<file path="src/rtl/ternary_prog_engine.sv">
module ternary_prog_engine #(
  parameter int W = 4,
  parameter int N = 3,
  parameter int K = 5,
  localparam int PW = (N > 1) ? $clog2(N) + 1 : 1,
  localparam int AW = (K > 1) ? $clog2(K) + 1 : 1
) (
  input  logic          clk,
  input  logic          rst_n,
  input  logic          in_valid,
  input  logic [W-1:0]  in_value,
  input  logic [W-1:0]  in_care,
  input  logic [PW-1:0] in_part,
  input  logic [AW-1:0] in_addr,
  input  logic          clr_valid,
  output logic          in_ready,
  output logic          err,
  output logic [PW-1:0] mem_part,
  output logic [W-1:0]  mem_row,
  output logic          vm_we,
  output logic          vm_wbit,
  output logic          oat_re,
  input  logic [K-1:0]  oat_rdata,
  output logic          oat_we,
  output logic [K-1:0]  oat_wdata
);

  typedef enum logic [1:0] {S_IDLE, S_RD, S_WR, S_CLR} st_t;

  st_t           st;
  logic [W-1:0]  fixed_q, free_q, sub_q;
  logic [PW-1:0] part_q;
  logic [AW-1:0] addr_q;
  logic          err_q;

  wire          bad   = (32'(in_part) >= N) || (32'(in_addr) >= K);
  wire          last  = (sub_q == free_q);
  wire [W-1:0]  nxt   = (sub_q - free_q) & free_q;
  wire [K-1:0]  ohot  = K'(1) << addr_q;
  wire          lastp = (32'(part_q) == N - 1);

  assign in_ready  = (st == S_IDLE);
  assign oat_re    = (st == S_RD);
  assign vm_we     = (st == S_WR) || (st == S_CLR);
  assign oat_we    = vm_we;
  assign vm_wbit   = (st == S_WR);
  assign oat_wdata = (st == S_WR) ? (oat_rdata | ohot) : '0;
  assign mem_part  = part_q;
  assign mem_row   = fixed_q | sub_q;
  assign err       = err_q;

  always_ff @(posedge clk or negedge rst_n) begin
    if (!rst_n) begin
      st      <= S_IDLE;
      fixed_q <= '0;
      free_q  <= '0;
      sub_q   <= '0;
      part_q  <= '0;
      addr_q  <= '0;
      err_q   <= 1'b0;
    end else begin
      err_q <= 1'b0;
      case (st)
        S_IDLE: begin
          if (clr_valid) begin
            st      <= S_CLR;
            fixed_q <= '0;
            free_q  <= '1;
            sub_q   <= '0;
            part_q  <= '0;
          end else if (in_valid) begin
            if (bad) begin
              err_q <= 1'b1;
            end else begin
              st      <= S_RD;
              fixed_q <= in_value & in_care;
              free_q  <= ~in_care;
              sub_q   <= '0;
              part_q  <= in_part;
              addr_q  <= in_addr;
            end
          end
        end
        S_RD: st <= S_WR;
        S_WR: begin
          if (last) st <= S_IDLE;
          else begin
            sub_q <= nxt;
            st    <= S_RD;
          end
        end
        S_CLR: begin
          sub_q <= nxt;
          if (last) begin
            if (lastp) st <= S_IDLE;
            else part_q <= part_q + 1'b1;
          end
        end
        default: st <= S_IDLE;
      endcase
    end
  end

endmodule

</file>
<file path="config.mk">
export PLATFORM = sky130hd
export DESIGN_NAME = ternary_prog_engine
export DESIGN_NICKNAME = d
export VERILOG_FILES = /design/src/rtl/ternary_prog_engine.sv
export SDC_FILE = /design/constraint.sdc
export NUM_CORES = 1
export LEC_CHECK = 0
export ABC_AREA = 1
export BUFFER_PORTS_ARGS = -buffer_cell sky130_fd_sc_hd__buf_4
export CORE_UTILIZATION = 50
export CTS_CLUSTER_SIZE = 16
export DETAILED_ROUTE_END_ITERATION = 8
export GPL_TIMING_DRIVEN = 0
export PLACE_DENSITY = 0.78
export SLEW_MARGIN = 20
export SYNTH_ARGS = -nofsm -noshare
export SYNTH_HDL_FRONTEND = slang
export SYNTH_SLANG_ARGS = --single-unit
</file>
<file path="constraint.sdc">
create_clock -name clk -period 1.5 [get_ports clk]
set_input_delay 0 -clock clk [delete_from_list [all_inputs] [get_ports clk]]
set_output_delay 0 -clock clk [all_outputs]
set_load 0.05 [all_outputs]
</file>
==> key figures <==
Status
  • Failing checks: negative setup slack
  • Status: finished, violations left

CTS
  • Root Buffer: clkbuf_4
  • Clock H-tree levels: 1
  • Clk Latency, worst-skew pair: 0.32 ns
  • CTS Buffer Depth: 2
  • CTS tree: yes
  • Total CTS buffers: 3
  • # clock sinks: 22
  • Clock-pin slew on the worst setup and hold paths: 0.14 ns

Placement
  • Placement Setup Slack: -0.03358 ns
  • Placed Area: 1760 sq um
  • Routability cong.: 0.8811
  • I/O Buffers: 41
  • DPL Wire Length: 2310 um

Floorplanning
  • I/O pin total: 42
  • DIE AREA: 2940 sq um
  • Die height: 54.23 um
  • Initial Util: 0.5407
  • Die W: 54.23 um
  • Standard cell core area: 2522 sq um
  • Row cnt: 18

Logic synthesis
  • Yosys warnings: 0
  • Library cells used by synthesis: 28
  • Post-synthesis sequential area ratio: 0.4037
  • Post-Synthesis Cells: 187
  • Syn Area/Cell: 7.293 sq um
  • Area of the mapped netlist: 1364 sq um
  • Post-synthesis net count: 218
  • Post-synthesis sequential element count: 22

Power
  • Worst VDD drop: 1773 uV
  • Pwr/cell area: 1756 nW/um^2
  • Lkg Pwr: 1.086 nW

Timing
  • Max frequency: 0.6588 GHz
  • Final period utilization: 1.012
  • Tmin final: 1.518 ns
  • Fin worst setup slack: -0.01795 ns
  • Setup violations, final: 6
  • Unrepaired setup endpoints after global routing: yes
  • Max-slew violations: 0
  • Final hold vios: 0
  • Layout Skew: 0.007183 ns
  • Rel. slew slack: 0.7859
  • Least-Margin Pin Slew: 0.3188 ns

Worst setup path
  • Worst path buffer plus inverter count: 3
  • WS Path Type: flop to output port
  • Critical path required time: 1.50 ns
  • Critical Path Start Type: flop
  • Cell mode on critical path: nor2_4
  • Crit Path Max Fanout: 5
  • CP arrival: 1.52 ns
  • Crit-path max cell delay: 0.42 ns
  • Kind of cell adding the most delay to the critical path: buffers and inverters
  • CP endpoint kind: output port
  • Worst path cell trace: inv_4 > nor2_4 > clkinvlp_4 > nor2_4 > buf_8
  • CP max-delay cell: dfrtp_2

Global routing
  • GRT Total Usage: 0.2550
  • Grt ovf: 0
  • Antenna violations before repair: 0
  • Vias in the first global route: 1255
  • First-pass GRT wire length: 5361 um
  • Largest net degree at the start of global routing: 23

Finish
  • Antenna cell count: 0
  • Syn-to-layout area delta: 59.72%
  • Fin area: 2178 sq um
  • Final Core Density: 0.8636
  • Fraction of layout cells with a size suffix above 1: 0.4264
  • Final net count: 290

Min path
  • Worst hold path class: primary input to flop

Route
  • Number of antenna-violating nets in the routed design: 0
  • Total iterations of the first detailed-routing run: 4
  • Via-per-instance ratio: 5.177
  • Iteration-0 DRC Markers: 23
  • Routed vias: 1491
  • Final WL: 4243 um
  • Post-DR wirelength/cell: 14.73 um
  • Drt drc: 0

Run
  • Max-Cap Viols: 0
==> path summary, 6_finish.rpt <==
kind                       startpoint            to  slack (ns)  depth (start not counted)
max in group asynchronous       rst_n     free_q[0]        1.15                          2
max                             st[1]  oat_wdata[0]       -0.02                          5
min in group asynchronous       rst_n     addr_q[3]        0.09                          2
min reg2reg                fixed_q[1]    fixed_q[1]        0.50                          2
max reg2reg                  sub_q[0]      sub_q[2]           0                          7
min                        in_care[1]     free_q[1]        0.02                          4
==> cells in the final DEF (no fill, tap or decap), types with 4 or more instances in the layout <==
| cell | synthesis | layout |
|---|---|---|
| buf_4 | 1 | 49 |
| nand2_1 | 48 | 44 |
| inv_1 | 26 | 21 |
| dfrtp_1 | 22 | 17 |
| dlygate4sd3_1 | 0 | 13 |
| nand3_1 | 12 | 11 |
| o21ai_0 | 10 | 10 |
| nor2_4 | 0 | 9 |
| nor2_1 | 16 | 7 |
| inv_2 | 4 | 7 |
| nand2_2 | 4 | 6 |
| o21ai_1 | 6 | 6 |
| a21oi_1 | 6 | 5 |
| dfrtp_2 | 0 | 5 |
| or2_2 | 4 | 4 |
| ha_4 | 0 | 4 |
==> power by group <==
part           switching (W)  internal [W]  leakage, nW  total [W]
Clock               0.000198      0.000148       0.0210   0.000346
Combinational        0.00149       0.00101        0.788    0.00250
Sequential          0.000207      0.000774        0.277   0.000981
==> worst min-delay path, cell delays in order <==
cell,delay [ns]
buf_4,0.07
inv_1,0.03
nor2_1,0.11
o21ai_1,0.08
==> Yosys cell counts <==
cell type | number | area [sq um]
xnor2_1 | 1 | 8.760
a31oi_1 | 3 | 18.77
o211ai_1 | 1 | 7.510
nor2_1 | 16 | 60.06
clkbuf_1 | 1 | 3.750
and2_1 | 1 | 6.260
nand2_2 | 4 | 25.02
nand3_2 | 1 | 10.01
fa_1 | 1 | 20.02
inv_2 | 4 | 15.01
nand2_1 | 48 | 180.2
dfrtp_1 | 22 | 550.5
o21ai_1 | 6 | 30.03
a21boi_1 | 1 | 7.510
nor2_2 | 3 | 18.77
nor4_1 | 1 | 6.260
ha_1 | 6 | 75.07
or2_2 | 4 | 25.02
buf_4 | 1 | 7.510
a21oi_1 | 6 | 30.03
o21ai_0 | 10 | 50.05
inv_1 | 26 | 97.59
a21oi_2 | 1 | 8.760
nand3_1 | 12 | 60.06
nand4_1 | 2 | 12.51
buf_2 | 2 | 10.01
nor3_1 | 2 | 10.01
xor2_1 | 1 | 8.760
==> metrics by stage <==
step                      cells  hold slack (ns)  power, W   TNS, ns
after floorplan             187          -0.2956  0.002312         0
after global placement      258         -0.09636  0.002730  -0.02220
after detailed placement    258         -0.09087  0.002790   -0.1771
after CTS                   278         0.008131  0.003214   -0.1657
after global routing        288          0.01832  0.004047   -0.6685
final                       288          0.01575  0.003826  -0.05011
==> metal layers <==
| metal | wire length, um | track usage |
|---|---|---|
| met5 | 0 | 0 |
| met4 | 57 | 0.05983 |
| met3 | 168 | 0.03333 |
| met2 | 2241 | 0.4756 |
| met1 | 1775 | 0.3059 |
==> layout make-up <==
type / count / area (sq um)
multi-input combinational: 131 / 838.3
sequential: 22 / 556.8
clock buffer: 4 / 36.28
fill: 136 / 344.1
inverter: 30 / 118.9
tap: 30 / 37.54
buffer: 4 / 21.27
timing repair buffer: 67 / 569.3
==> registers in the layout (all words and copies together) (netlist names) <==
signal,count
addr_q,4
err,1
fixed_q,4
free_q,4
mem_part,3
st,2
sub_q,4
==> kinds of logic (layout without fill, tap and decap cells) <==
| kind of cell | Yosys count | in the layout | synth area share |
|---|---|---|---|
| AO/OA/AOI/OAI | 28 | 28 | 0.1119 |
| XOR/XNOR | 2 | 2 | 0.01285 |
| adder cells (fa/ha/maj) | 7 | 7 | 0.06972 |
| buffers and inverters | 34 | 105 | 0.09816 |
| flip-flops | 22 | 22 | 0.4037 |
| AND/OR/NAND/NOR | 94 | 94 | 0.3037 |
==> repair_timing <==
item	CTS	global route
gates resized for setup	3	37
endpoints found under the setup margin	11	14
endpoints found under the hold margin	31	0
setup buffers	3	10
hold buffers	13	0
pin swaps	0	16
Power figures use the tool's default switching activity.
